$ cat config.mk
export PLATFORM = sky130hd
export DESIGN_NAME = spi_bank_engine
export DESIGN_NICKNAME = d
export VERILOG_FILES = /design/src/rtl/sbe_pkg.sv /design/src/rtl/sbe_clkdiv.sv /design/src/rtl/sbe_shifter.sv /design/src/rtl/spi_bank_engine.sv
export SDC_FILE = /design/constraint.sdc
export NUM_CORES = 1
export LEC_CHECK = 0
export BUFFER_PORTS_ARGS = -buffer_cell sky130_fd_sc_hd__buf_2
export CORE_UTILIZATION = 40
export DETAILED_ROUTE_END_ITERATION = 16
export PLACE_DENSITY_LB_ADDON = 0.1
export SLEW_MARGIN = 20
export SYNTH_ARGS = -nofsm -noshare
export SYNTH_HDL_FRONTEND = slang
export SYNTH_SLANG_ARGS = --single-unit
export TNS_END_PERCENT = 30
$ cat constraint.sdc
create_clock -name clk -period 2.2 [get_ports clk]
set_input_delay 0.11 -clock clk [delete_from_list [all_inputs] [get_ports clk]]
set_output_delay 0.11 -clock clk [all_outputs]
set_load 0.01 [all_outputs]
$ cat src/rtl/sbe_pkg.sv
package sbe_pkg;

   typedef enum logic [2:0] {
      OP_RD_REG   = 3'd0,
      OP_RD_BUF   = 3'd1,
      OP_WR_REG   = 3'd2,
      OP_WR_BUF   = 3'd3,
      OP_BIT_SET  = 3'd4,
      OP_BIT_CLR  = 3'd5,
      OP_CMD_ONLY = 3'd6,
      OP_RESET    = 3'd7
   } sbe_op_e;

   typedef enum logic [1:0] {
      FR_CLR,
      FR_SET,
      FR_MAIN
   } sbe_frame_e;

   localparam int ADDR_W   = 5;
   localparam int BANK_LSB = 5;
   localparam int BANK_W   = 2;
   localparam int SLOW_BIT = 7;

   localparam logic [ADDR_W-1:0] SHARED_FIRST = 5'h1B;
   localparam logic [ADDR_W-1:0] SEL_ADDR     = 5'h1F;
   localparam logic [ADDR_W-1:0] STREAM_ADDR  = 5'h1A;
   localparam logic [7:0]        SEL_FIELD    = 8'h03;
   localparam logic [7:0]        RESET_CMD    = 8'hFF;

   function automatic logic is_reg_op(input sbe_op_e o);
      return (o == OP_RD_REG) || (o == OP_WR_REG) ||
             (o == OP_BIT_SET) || (o == OP_BIT_CLR);
   endfunction

   function automatic logic [7:0] cmd_byte(input sbe_op_e o, input logic [ADDR_W-1:0] a);
      case (o)
         OP_RD_BUF, OP_WR_BUF: return {o, STREAM_ADDR};
         OP_RESET:             return RESET_CMD;
         default:              return {o, a};
      endcase
   endfunction

endpackage

$ cat src/rtl/sbe_clkdiv.sv
module sbe_clkdiv #(
   parameter int DIV_W = 8
) (
   input  logic             clk,
   input  logic             rst_n,
   input  logic             en,
   input  logic [DIV_W-1:0] half_div,
   output logic             tick
);

   logic [DIV_W-1:0] cnt_q;

   assign tick = en && (cnt_q == half_div);

   always_ff @(posedge clk or negedge rst_n) begin
      if (!rst_n) begin
         cnt_q <= '0;
      end else if (!en || tick) begin
         cnt_q <= '0;
      end else begin
         cnt_q <= cnt_q + 1'b1;
      end
   end

endmodule

$ cat src/rtl/sbe_shifter.sv
module sbe_shifter #(
   parameter bit LSB_FIRST = 1'b0
) (
   input  logic       clk,
   input  logic       rst_n,
   input  logic       start,
   input  logic [7:0] tx_byte,
   input  logic       tick,
   input  logic       miso,
   output logic       sck,
   output logic       mosi,
   output logic       busy,
   output logic       done,
   output logic [7:0] rx_byte
);

   logic [2:0] bit_q;
   logic [7:0] tx_q;
   logic [7:0] rx_q;
   logic       sck_q;
   logic       busy_q;
   logic       done_q;
   logic [7:0] rx_next;
   logic [7:0] tx_shift;
   logic       out_bit;

   generate
      if (LSB_FIRST) begin : g_lsb
         assign out_bit  = tx_q[0];
         assign rx_next  = {miso, rx_q[7:1]};
         assign tx_shift = {1'b0, tx_q[7:1]};
      end else begin : g_msb
         assign out_bit  = tx_q[7];
         assign rx_next  = {rx_q[6:0], miso};
         assign tx_shift = {tx_q[6:0], 1'b0};
      end
   endgenerate

   always_ff @(posedge clk or negedge rst_n) begin
      if (!rst_n) begin
         bit_q  <= '0;
         tx_q   <= '0;
         rx_q   <= '0;
         sck_q  <= 1'b0;
         busy_q <= 1'b0;
         done_q <= 1'b0;
      end else begin
         done_q <= 1'b0;
         if (start) begin
            busy_q <= 1'b1;
            tx_q   <= tx_byte;
            bit_q  <= '0;
            sck_q  <= 1'b0;
         end else if (busy_q && tick) begin
            sck_q <= ~sck_q;
            if (!sck_q) begin
               rx_q <= rx_next;
            end else begin
               tx_q  <= tx_shift;
               bit_q <= bit_q + 3'd1;
               if (bit_q == 3'd7) begin
                  busy_q <= 1'b0;
                  done_q <= 1'b1;
               end
            end
         end
      end
   end

   assign sck     = sck_q;
   assign mosi    = out_bit;
   assign busy    = busy_q;
   assign done    = done_q;
   assign rx_byte = rx_q;

endmodule

$ cat src/rtl/spi_bank_engine.sv
module spi_bank_engine
   import sbe_pkg::*;
#(
   parameter int DIV_W     = 8,
   parameter int LEN_W     = 6,
   parameter bit LSB_FIRST = 1'b0
) (
   input  logic             clk,
   input  logic             rst_n,
   input  logic [DIV_W-1:0] half_div,
   input  logic             req,
   input  logic [2:0]       op,
   input  logic [7:0]       desc,
   input  logic [7:0]       wdata,
   input  logic [LEN_W-1:0] len,
   output logic             ack,
   output logic [7:0]       rdata,
   output logic             wr_take,
   output logic             rd_valid,
   output logic             sck,
   output logic             mosi,
   input  logic             miso,
   output logic             cs_n
);

   localparam int IDX_W = LEN_W;

   generate
      if (LEN_W < 2) begin : g_bad_len
         $error("LEN_W must be at least 2");
      end
      if (DIV_W < 1) begin : g_bad_div
         $error("DIV_W must be at least 1");
      end
   endgenerate

   typedef enum logic [1:0] {S_IDLE, S_GAP, S_LOAD, S_BYTE} st_e;

   st_e                st_q;
   sbe_frame_e         frame_q;
   sbe_op_e            op_q;
   sbe_op_e            op_in;
   logic [7:0]         desc_q;
   logic [7:0]         wbyte_q;
   logic [LEN_W-1:0]   len_q;
   logic [IDX_W-1:0]   idx_q;
   logic [IDX_W-1:0]   last_q;
   logic [BANK_W-1:0]  bank_q;
   logic               cs_n_q;
   logic               ack_q;
   logic               take_q;
   logic               rdv_q;
   logic [7:0]         rdata_q;

   logic               tick;
   logic               sh_busy;
   logic               sh_done;
   logic [7:0]         sh_rx;
   logic [7:0]         tx_sel;
   logic               need_switch;
   logic [BANK_W-1:0]  bank_in;

   function automatic logic [IDX_W-1:0] last_index(input sbe_op_e o, input logic slow,
                                                   input logic [LEN_W-1:0] n);
      case (o)
         OP_RD_REG:                        return slow ? IDX_W'(2) : IDX_W'(1);
         OP_WR_REG, OP_BIT_SET, OP_BIT_CLR: return IDX_W'(1);
         OP_RD_BUF, OP_WR_BUF:             return IDX_W'(n);
         default:                          return '0;
      endcase
   endfunction

   assign op_in       = sbe_op_e'(op);
   assign bank_in     = desc[BANK_LSB +: BANK_W];
   assign need_switch = is_reg_op(op_in) && (desc[ADDR_W-1:0] < SHARED_FIRST) &&
                        (bank_in != bank_q);

   // byte presented to the shifter for the current frame position
   always_comb begin
      tx_sel = 8'h00;
      case (frame_q)
         FR_CLR:  tx_sel = (idx_q == '0) ? cmd_byte(OP_BIT_CLR, SEL_ADDR) : SEL_FIELD;
         FR_SET:  tx_sel = (idx_q == '0) ? cmd_byte(OP_BIT_SET, SEL_ADDR)
                                         : 8'(desc_q[BANK_LSB +: BANK_W]);
         default: begin
            if (idx_q == '0) begin
               tx_sel = cmd_byte(op_q, desc_q[ADDR_W-1:0]);
            end else if (op_q == OP_WR_BUF) begin
               tx_sel = wdata;
            end else if ((op_q == OP_WR_REG) || (op_q == OP_BIT_SET) || (op_q == OP_BIT_CLR)) begin
               tx_sel = wbyte_q;
            end else begin
               tx_sel = 8'h00;
            end
         end
      endcase
   end

   sbe_clkdiv #(.DIV_W(DIV_W)) i_div (
      .clk      (clk),
      .rst_n    (rst_n),
      .en       (sh_busy || (st_q == S_GAP)),
      .half_div (half_div),
      .tick     (tick)
   );

   sbe_shifter #(.LSB_FIRST(LSB_FIRST)) i_shift (
      .clk     (clk),
      .rst_n   (rst_n),
      .start   (st_q == S_LOAD),
      .tx_byte (tx_sel),
      .tick    (tick),
      .miso    (miso),
      .sck     (sck),
      .mosi    (mosi),
      .busy    (sh_busy),
      .done    (sh_done),
      .rx_byte (sh_rx)
   );

   always_ff @(posedge clk or negedge rst_n) begin
      if (!rst_n) begin
         st_q    <= S_IDLE;
         frame_q <= FR_MAIN;
         op_q    <= OP_RD_REG;
         desc_q  <= '0;
         wbyte_q <= '0;
         len_q   <= '0;
         idx_q   <= '0;
         last_q  <= '0;
         bank_q  <= '0;
         cs_n_q  <= 1'b1;
         ack_q   <= 1'b0;
         take_q  <= 1'b0;
         rdv_q   <= 1'b0;
         rdata_q <= '0;
      end else begin
         ack_q  <= 1'b0;
         take_q <= 1'b0;
         rdv_q  <= 1'b0;
         case (st_q)
            S_IDLE: begin
               if (req) begin
                  op_q    <= op_in;
                  desc_q  <= desc;
                  wbyte_q <= wdata;
                  len_q   <= len;
                  idx_q   <= '0;
                  frame_q <= need_switch ? FR_CLR : FR_MAIN;
                  last_q  <= need_switch ? IDX_W'(1) : last_index(op_in, desc[SLOW_BIT], len);
                  cs_n_q  <= 1'b0;
                  st_q    <= S_LOAD;
               end
            end
            S_GAP: begin
               if (tick) begin
                  cs_n_q <= 1'b0;
                  st_q   <= S_LOAD;
               end
            end
            S_LOAD: begin
               take_q <= (frame_q == FR_MAIN) && (op_q == OP_WR_BUF) && (idx_q != '0);
               st_q   <= S_BYTE;
            end
            default: begin
               if (sh_done) begin
                  if ((frame_q == FR_MAIN) && (op_q == OP_RD_BUF) && (idx_q != '0)) begin
                     rdv_q   <= 1'b1;
                     rdata_q <= sh_rx;
                  end
                  if (idx_q != last_q) begin
                     idx_q <= idx_q + 1'b1;
                     st_q  <= S_LOAD;
                  end else begin
                     cs_n_q <= 1'b1;
                     idx_q  <= '0;
                     case (frame_q)
                        FR_CLR: begin
                           frame_q <= FR_SET;
                           last_q  <= IDX_W'(1);
                           st_q    <= S_GAP;
                        end
                        FR_SET: begin
                           bank_q  <= desc_q[BANK_LSB +: BANK_W];
                           frame_q <= FR_MAIN;
                           last_q  <= last_index(op_q, desc_q[SLOW_BIT], len_q);
                           st_q    <= S_GAP;
                        end
                        default: begin
                           ack_q   <= 1'b1;
                           rdata_q <= sh_rx;
                           if (op_q == OP_RESET) begin
                              bank_q <= '0;
                           end
                           st_q <= S_IDLE;
                        end
                     endcase
                  end
               end
            end
         endcase
      end
   end

   assign cs_n     = cs_n_q;
   assign ack      = ack_q;
   assign rdata    = rdata_q;
   assign wr_take  = take_q;
   assign rd_valid = rdv_q;

endmodule

==> flow_metrics.py, run 1 <==
metrics = {
    "routing": {
        "wl_met3_um": 275,
        "ant_nets": 0,
        "wl_met2_um": 4330,
        "drt_wl_total_um": 9290,
        "top_layer": "met4",
        "met1_length_um": 4560,
        "dr.pass1.iters": 4,
        "drc": 0,
        "first_iter_violations": 118,
        "vias": 3211,
        "via_per_inst": 5.15,
        "wl_per_cell_um": 14.9,
    },
    "global_route": {
        "grt_max_degree": 36,
        "grt_pass1_vias": 3225,
        "grtUsageTotal": 0.181,
        "grt_antenna_before_repair": 0,
        "grt_pass1_wl_um": 16000,
        "grt_overflow": 0,
    },
    "outcome": {
        "outcome": "finished clean",
    },
    "clock_network": {
        "cts_tree": "yes",
        "cts_buffers": 9,
        "clock_sinks": 85,
        "root_buffer": "clkbuf_8",
        "post-cts-setup-buffer-count": 0,
        "path_clk_slew_ns": 0.09,
        "clock_path_buffers": 2,
        "htree_levels": 3,
        "clock_latency_ns": 0.36,
    },
    "synthesis": {
        "synth_fa_ha_area_frac": 0.0260,
        "synth_warnings": 0,
        "synth_common_cells": "dfrtp_1, mux2_2, nor2_1, nand2_1, xnor2_1",
        "synth_top_area_frac": 0.479,
        "synth_edf_count": 0,
        "synth_area_leader_cell": "dfrtp_1",
        "synth_cells": 394,
        "synth-seq-cells": 85,
        "synth_top_family_by_area": "multiplexers",
        "ys_async_sr_fraction": 1.00,
        "syn_avg_cell_area_um2": 11.0,
        "synth_compound_area_frac": 0.119,
        "synthXorXnorAreaFrac": 0.0485,
        "syn_area_um2": 4340,
        "synth_area_leaders": "dfrtp_1, mux2_2, xnor2_1",
        "synth_simple_gate_area_frac": 0.125,
        "synthFlopType": "dfrtp_1",
        "synthMuxAreaShare": 0.163,
        "synth.most_common_cell": "dfrtp_1",
        "ys_types": 53,
        "ys_seq_area_frac": 0.491,
        "syn_nets": 440,
    },
    "pwr": {
        "power.density_nw_per_um2": 543,
        "p_leak_nw": 2.49,
        "p_total_mw": 2.88,
        "peakVddDrop_mv": 0.438,
    },
    "final_layout": {
        "finalNetCount": 528,
        "synthToLayoutAreaGrowth_pct": 22.4,
        "drive_above_1_share": 0.312,
        "fillers": 987,
        "antenna_cells": 0,
    },
    "die": {
        "dieArea_um2": 11300,
        "io_pins": 51,
        "dieHeight_um": 106,
        "initial_utilization": 0.416,
        "core_um2": 10400,
        "dieWidth_um": 106,
        "fp-row-count": 37,
    },
    "timing": {
        "fin_skew_ns": 0.0132,
        "rsz0062_at_grt": "false",
        "finalSetupViolCount": 0,
        "tns_ns": 0,
        "hold_violations": 0,
        "period_minus_slack_ns": 2.09,
        "worst_pin_slew_ns": 0.605,
        "slew_headroom": 0.596,
        "min_period_over_period": 0.951,
        "drv_slew": 0,
        "max_freq_mhz": 478,
    },
    "worst_setup_path": {
        "required_ns": 2.45,
        "cp_max_fo": 9,
        "arrival_ns": 2.34,
        "start_kind": "flip-flop",
        "rrSetupSlack_ns": 0.11,
        "critical_path_class": "flip-flop to flip-flop",
        "endpoint_kind": "flip-flop",
    },
    "worst_hold_path": {
        "hp-class": "input pin to flip-flop",
    },
    "placement": {
        "place_congestion": 0.802,
        "numPortBuffers": 50,
        "dpl.hpwl_um": 6750,
    },
    "job": {
        "maxCapViolations": 0,
    },
}
through the flow:
step | hold slack, ns | cell area [um2] | util | std cells | setup WS, ns
finish | 0.0322 | 5310 | 0.510 | 623 | 0.109
global route | 0.0209 | 5310 | 0.510 | 623 | 0.00520
CTS | 0.00143 | 5300 | 0.509 | 622 | 0.0478
detailed placement | 0.0714 | 4870 | 0.468 | 585 | 0.0524
global placement | 0.0712 | 4870 | 0.468 | 585 | 0.0969
floorplan | -0.186 | 4340 | - | 394 | 0.216
metal layers:
metal  track usage  vias up
li1              -     1587
met1         0.255     1569
met2         0.283       44
met3        0.0313       11
met4        0.0595        0
met5             0        -
area by class of cell:
| cell class | instances | area [um2] | share of cell area |
|---|---|---|---|
| repair buffers | 94 | 651 | 0.123 |
| multi-input cells | 279 | 2090 | 0.395 |
| clock buffers | 11 | 151 | 0.0285 |
| well taps | 136 | 170 | 0.0321 |
| inverters | 13 | 48.8 | 0.00919 |
| flip-flops and latches | 85 | 2130 | 0.401 |
| clock inverters | 5 | 63.8 | 0.0120 |
critical path, stage by stage, from the launching register on:
cell,delay (ns)
dfrtp_1,0.43
inv_1,0.10
ha_1,0.14
or4b_4,0.50
or2_1,0.34
o21ai_2,0.14
o32ai_1,0.08
mux2_2,0.26
path summary, 6_finish.rpt:
check | from | endpoint | cells after the start
worst max register to register | idx_q[1] | i_shift.tx_q[5] | 7
worst min register to register | len_q[0] | len_q[0] | 2
max in group asynchronous | rst_n | wbyte_q[6] | 3
worst min-delay path | desc[5] | desc_q[5] | 2
worst max-delay path | idx_q[1] | i_shift.tx_q[5] | 7
min in group asynchronous | rst_n | op_q[0] | 2
flip-flops by register name, indices dropped and copies added, names as in the netlist:
signal           flops
desc_q               8
i_div.cnt_q          8
i_shift.rx_byte      8
i_shift.tx_q         8
rdata                8
wbyte_q              8
idx_q                6
last_q               6
len_q                6
i_shift.bit_q        3
op_q                 3
bank_q               2
frame_q              2
st_q                 2
ack                  1
cs_n                 1
i_shift.busy         1
i_shift.done         1
i_shift.sck          1
rd_valid             1
wr_take              1
kinds of logic after synthesis:
kind of cell	Yosys count
flops	85
fa+ha+maj	9
buf+inv	30
xor+xnor	24
compound gates	74
simple gates	108
mux	64
timing repair:
item / CTS / global route
endpoints found under the setup margin: 0 / 4
resized for setup: 0 / 1
hold endpoints to repair: 48 / 1
hold buffers: 21 / 1
cells in the final DEF (no fill, tap or decap), drive strengths merged, types with 5 or more instances in the layout:
master       count
nand2b           6
ha               9
nor2b            6
nand3           15
nor3            12
nor2            30
inv             16
dlygate4sd3     22
o21ai           16
mux2i           11
a21oi           16
a22oi            5
dfrtp           83
mux2            53
clkbuf          11
nand2           18
xor2             7
o22ai            5
buf             72
xnor2           17
a22o             9
power by group:
group          switching (mW)  total [mW]  internal, mW
sequential          0.0000321        1.56          1.56
combinational          0.0649       0.130        0.0651
clock                   0.592        1.19         0.600
total                   0.657        2.88          2.23
No activity file was read; power rests on OpenSTA's default activity.
==> run 2: changes to the inputs <==
--- a/config.mk
+++ b/config.mk
@@ -5,6 +5,7 @@
 export SDC_FILE = /design/constraint.sdc
 export NUM_CORES = 1
 export LEC_CHECK = 0
+export ABC_AREA = 1
 export BUFFER_PORTS_ARGS = -buffer_cell sky130_fd_sc_hd__buf_2
 export CORE_UTILIZATION = 40
 export DETAILED_ROUTE_END_ITERATION = 16
==> flow_metrics.py, run 2 <==
metrics = {
    "timing": {
        "max_freq_mhz": 549,
        "holdWs_ns": 0.0168,
        "tns_ns": 0,
        "slew_headroom": 0.604,
        "hold_violations": 0,
        "finalSetupViolCount": 0,
        "rsz0062_at_grt": "false",
        "min_period_over_period": 0.827,
        "worst_pin_slew_ns": 0.595,
        "fin_skew_ns": 0.0123,
        "period_minus_slack_ns": 1.82,
        "drv_slew": 0,
    },
    "clock_network": {
        "root_buffer": "clkbuf_16",
        "cts_buffers": 9,
        "clock_path_buffers": 2,
        "post-cts-setup-buffer-count": 0,
        "clock_latency_ns": 0.35,
        "path_clk_slew_ns": 0.06,
        "cts_resized": 0,
        "clock_sinks": 85,
        "cts_tree": "yes",
        "htree_levels": 3,
    },
    "synthesis": {
        "synth_warnings": 0,
        "synth_common_cells": "nand2_1, dfrtp_1, inv_1, nor2_1, nand3_1",
        "ys_types": 38,
        "synth_area_leader_cell": "dfrtp_1",
        "synth.most_common_cell": "nand2_1",
        "synth_edf_count": 0,
        "ys_async_sr_fraction": 1.00,
        "synth-seq-cells": 85,
        "syn_avg_cell_area_um2": 7.79,
        "synthFlopType": "dfrtp_1",
        "syn_area_um2": 4620,
        "synth_cells": 593,
        "synth_top_area_frac": 0.450,
        "ys_seq_area_frac": 0.461,
        "synth_area_leaders": "dfrtp_1, nand2_1, nand3_1",
        "syn_nets": 639,
    },
    "die": {
        "io_pins": 51,
        "dieWidth_um": 109,
        "dieArea_um2": 12000,
        "fp-row-count": 38,
        "initial_utilization": 0.419,
        "dieHeight_um": 109,
        "core_um2": 11000,
    },
    "worst_setup_path": {
        "required_ns": 2.43,
        "cpMaxStageDelayCell": "dfrtp_1",
        "endpoint_kind": "flip-flop",
        "critPathMaxStageDelay_ns": 0.42,
        "start_kind": "flip-flop",
        "cp_cell_sequence": "inv_1, ha_1, inv_1, nand2_1, nand3b_1, inv_1, nand3b_4, nand2_1, o21ai_2",
        "arrival_ns": 2.05,
        "cp_max_fo": 15,
        "critical_path_class": "flip-flop to flip-flop",
        "cpMostUsedCell": "inv_1",
    },
    "placement": {
        "numPortBuffers": 50,
        "place_congestion": 0.814,
        "postPlaceCellArea_um2": 5070,
        "dpl.hpwl_um": 7780,
        "dp.cells": 779,
    },
    "global_route": {
        "grt_max_degree": 45,
        "grt_pass1_vias": 3935,
        "grt_overflow": 0,
        "grtUsageTotal": 0.198,
        "grt_antenna_before_repair": 0,
        "grt_pass1_wl_um": 18300,
    },
    "final_layout": {
        "drive_above_1_share": 0.178,
        "synthToLayoutAreaGrowth_pct": 17.0,
        "final_common_cell": "nand2_1",
        "antenna_cells": 0,
        "final_cell_area_um2": 5410,
        "finalNetCount": 698,
        "fillers": 1126,
        "register_area_um2": 2130,
        "layout_common_cells": "nand2_1, dfrtp_1, inv_1, nor2_1, nand3_1",
        "finish.utilization": 0.490,
        "multi_input_area_um2": 2140,
        "instances_no_fill": 797,
    },
    "routing": {
        "via_per_inst": 4.87,
        "ant_nets": 0,
        "drt_wl_total_um": 10400,
        "dr.pass1.iters": 4,
        "drc": 0,
        "first_iter_violations": 172,
        "vias": 3879,
        "wl_per_cell_um": 13.1,
    },
    "pwr": {
        "peakVddDrop_mv": 0.615,
        "power.density_nw_per_um2": 1310,
        "p_leak_nw": 2.91,
    },
    "job": {
        "maxCapViolations": 0,
    },
    "worst_hold_path": {
        "hp-class": "input pin to flip-flop",
    },
    "outcome": {
        "outcome": "finished clean",
    },
}
[run 2: changes by cell type in the layout (fill, tap and decap cells not counted), sizes merged, moves of 10 or more]
cell,change
nand3,+43
nand4,+12
inv,+55
mux2,-44
dlygate4sd3,-20
mux2i,-11
o21ai,+14
xnor2,-11
nor2,+37
buf,-10
nand2,+152
[run 2: cell type report]
cell class              count  share of cell area
clock inverters             6              0.0162
multi-input cells         421               0.396
inverters                  71              0.0493
flip-flops and latches     85               0.394
repair buffers             64              0.0694
well taps                 140              0.0324
clock buffers              10              0.0424
[run 2: final timing paths]
check                                   start                  to  slack, ns  depth (start not counted)
max                                   st_q[0]          frame_q[0]       0.38                          9
min reg2reg                i_shift.rx_byte[7]  i_shift.rx_byte[7]       0.47                          2
max reg2reg                           st_q[0]          frame_q[0]       0.38                          9
min in group asynchronous               rst_n            len_q[3]       0.32                          2
max in group asynchronous               rst_n                cs_n       1.19                          3
min                                   desc[4]           desc_q[4]       0.02                          2
[run 2: routing by layer]
metal	GRT usage	share of wire	up-vias
met4	0.0648	0.013	0
met5	0	0	-
met2	0.335	0.48	38
li1	-	-	2021
met1	0.254	0.49	1810
met3	0.0379	0.025	10
[run 2: cell families after synthesis]
kind of cell             synth area share
XOR/XNOR                           0.0190
multiplexers                       0.0219
AND/OR/NAND/NOR                     0.328
flip-flops                          0.461
buffers and inverters              0.0750
AO/OA/AOI/OAI                      0.0707
adder cells (fa/ha/maj)            0.0244
[run 2: worst max-delay path, delay by kind of cell, from the launching register on]
kind / cells / cell delay [ns]
fa+ha+maj: 1 / 0.22
buf+inv: 3 / 0.43
compound gates: 1 / 0.06
simple gates: 4 / 0.57
flops: 1 / 0.42
[run 2: timing repair]
action / in CTS / in global routing
hold buffers: 2 / 0
hold endpoints to repair: 43 / 0
setup endpoints to repair: 0 / 0
[run 2: per-stage QoR]
stage	worst slack, ns	total power [mW]
after detailed placement	0.394	5.51
after floorplan	0.590	4.72
after global routing	0.205	7.72
after global placement	0.438	5.44
final	0.380	7.09
after CTS	0.371	7.16
[run 2: where the power goes]
part           switching [mW]  internal, mW
Clock                   0.625         0.995
Combinational            1.91          1.11
Sequential              0.389          2.06
==> run 3: changes to the inputs <==
--- a/config.mk
+++ b/config.mk
@@ -5,7 +5,7 @@
 export SDC_FILE = /design/constraint.sdc
 export NUM_CORES = 1
 export LEC_CHECK = 0
-export ABC_AREA = 1
+export ABC_AREA = 0
 export BUFFER_PORTS_ARGS = -buffer_cell sky130_fd_sc_hd__buf_2
 export CORE_UTILIZATION = 40
 export DETAILED_ROUTE_END_ITERATION = 16
==> constraint.sdc (replaced) <==
create_clock -name clk -period 1.9 [get_ports clk]
set_input_delay 0.095 -clock clk [delete_from_list [all_inputs] [get_ports clk]]
set_output_delay 0.095 -clock clk [all_outputs]
set_load 0.01 [all_outputs]
==> flow_metrics.py, run 3 (synthesis gave the netlist of run 1 again) <==
metrics = {
    "routing": {
        "via_per_inst": 5.11,
        "ant_nets": 0,
        "drc": 0,
        "wl_per_cell_um": 15.0,
        "drt_wl_total_um": 9780,
        "first_iter_violations": 101,
        "vias": 3327,
        "dr.pass1.iters": 4,
    },
    "global_route": {
        "grt_overflow": 0,
        "grtUsageTotal": 0.190,
        "grt_pass1_wl_um": 16600,
        "grt_antenna_before_repair": 0,
        "grt_pass1_vias": 3456,
        "grt_max_degree": 39,
    },
    "clock_network": {
        "cts_tree": "yes",
        "cts_buffers": 9,
        "htree_levels": 3,
        "path_clk_slew_ns": 0.10,
        "clock_latency_ns": 0.37,
        "root_buffer": "clkbuf_8",
        "clock_path_buffers": 2,
        "clock_sinks": 85,
    },
    "placement": {
        "dpl.hpwl_um": 7010,
        "place_congestion": 0.856,
        "pre_cts_ws_ns": -0.165,
        "numPortBuffers": 50,
    },
    "worst_setup_path": {
        "endpoint_kind": "flip-flop",
        "arrival_ns": 2.24,
        "reg2reg_depth": 7,
        "crit_family": "simple AND/OR/NAND/NOR gates",
        "critical_path_class": "flip-flop to flip-flop",
        "rrSetupSlack_ns": -0.08,
        "cp_cell_sequence": "inv_2, ha_4, or4b_4, o21ai_4, nor3_2, o21bai_4, mux2_2",
        "cp-startpoint": "idx_q[0]",
        "crit_cells": 7,
        "crit_buf_inv": 1,
        "cp_max_fo": 8,
        "start_kind": "flip-flop",
        "timing.rr.start": "idx_q[0]",
        "required_ns": 2.17,
        "cpMaxStageDelayCell": "or4b_4",
        "worstSetupEndpoint": "rdata[2]",
        "critPathMaxStageDelay_ns": 0.50,
        "reg2reg_to": "rdata[2]",
    },
    "pwr": {
        "p_leak_nw": 2.64,
        "power.density_nw_per_um2": 591,
        "peakVddDrop_mv": 0.329,
        "p_total_mw": 3.32,
    },
    "die": {
        "io_pins": 51,
        "core_um2": 10400,
        "dieWidth_um": 106,
        "dieArea_um2": 11300,
        "fp-row-count": 37,
        "dieHeight_um": 106,
        "initial_utilization": 0.416,
    },
    "worst_hold_path": {
        "hp-class": "input pin to flip-flop",
    },
    "final_layout": {
        "finalNetCount": 556,
        "finish.utilization": 0.540,
        "final_common_cell": "dfrtp_1",
        "layout_common_cells": "dfrtp_1, mux2_2, buf_2, buf_4, nor2_1",
        "drive_above_1_share": 0.367,
        "antenna_cells": 0,
        "synthToLayoutAreaGrowth_pct": 29.6,
    },
    "timing": {
        "rsz0062_at_grt": "true",
        "min_period_over_period": 1.04,
        "tns_ns": -0.721,
        "hold_violations": 0,
        "finalSetupViolCount": 17,
        "max_freq_mhz": 506,
        "period_minus_slack_ns": 1.98,
        "fin_skew_ns": 0.00990,
        "worst_pin_slew_ns": 0.629,
        "drv_slew": 0,
        "slew_headroom": 0.580,
        "setup_ws_ns": -0.0759,
    },
    "outcome": {
        "outcome": "finished, violations left",
        "violations": "setup timing",
    },
    "job": {
        "maxCapViolations": 0,
    },
}
## run 3: cell types whose count changed in the layout (fill, tap and decap cells not counted), sizes merged, moves of 12 or more
cell         previous run  this run
dlygate4sd3             2        24
o21ai                  30        16
nand3                  58        15
nor2                   67        30
nand4                  16         4
inv                    71        16
mux2                    9        53
buf                    62        98
nand2                 170        18
## run 3: per-layer routing
layer  GRT usage  up-vias  wire length (um)  part of all wire
met2       0.293       33              4690              0.48
li1            -     1649                 -                 -
met3      0.0362       12               246             0.025
met5           0        -                 0                 0
met1       0.261     1633              4700              0.48
met4      0.0794        0               152             0.016
## run 3: cell type report
| class | instances | area, um2 |
|---|---|---|
| inverters | 13 | 48.8 |
| flip-flops and latches | 85 | 2130 |
| repair buffers | 122 | 898 |
| fillers | 981 | 4800 |
| clock buffers | 9 | 124 |
| multi-input cells | 279 | 2170 |
| clock inverters | 7 | 80.1 |
| well taps | 136 | 170 |
## run 3: worst min-delay path by stage
stage | to | slack (ns) | from | depth (start not counted)
2_1_floorplan | ack | -0.20 | rst_n | 0
3_3_place_gp | len_q[3] | 0.03 | rst_n | 1
3_5_place_dp | len_q[3] | 0.03 | rst_n | 1
4_1_cts | len_q[0] | 0.01 | len[0] | 3
5_1_grt | len_q[0] | 0.03 | len[0] | 3
6_report | len_q[0] | 0.03 | len[0] | 3
## run 3: what timing repair did
action	in CTS	in global routing
hold buffers	24	0
buffers inserted	0	1
endpoints found under the setup margin	21	36
pin swaps	4	6
endpoints found under the hold margin	84	0
gates resized for setup	8	13
## run 3: worst min-delay path, stage by stage
cell and delay [ns]:
buf_2 0.10, inv_1 0.07, o21ai_0 0.09
## run 3: report_power, final
group          internal (mW)  switching [mW]
Combinational         0.0794          0.0767
Clock                  0.624           0.734
Sequential              1.81       0.0000382
## run 3: metrics by stage
step / instance area, um2 / instances / hold WS, ns
2_1_floorplan: 4340 / 394 / -0.201
3_3_place_gp: 5090 / 610 / 0.0262
5_1_grt: 5620 / 651 / 0.0334
6_report: 5620 / 651 / 0.0311
4_1_cts: 5550 / 650 / 0.0101
3_5_place_dp: 5090 / 610 / 0.0342
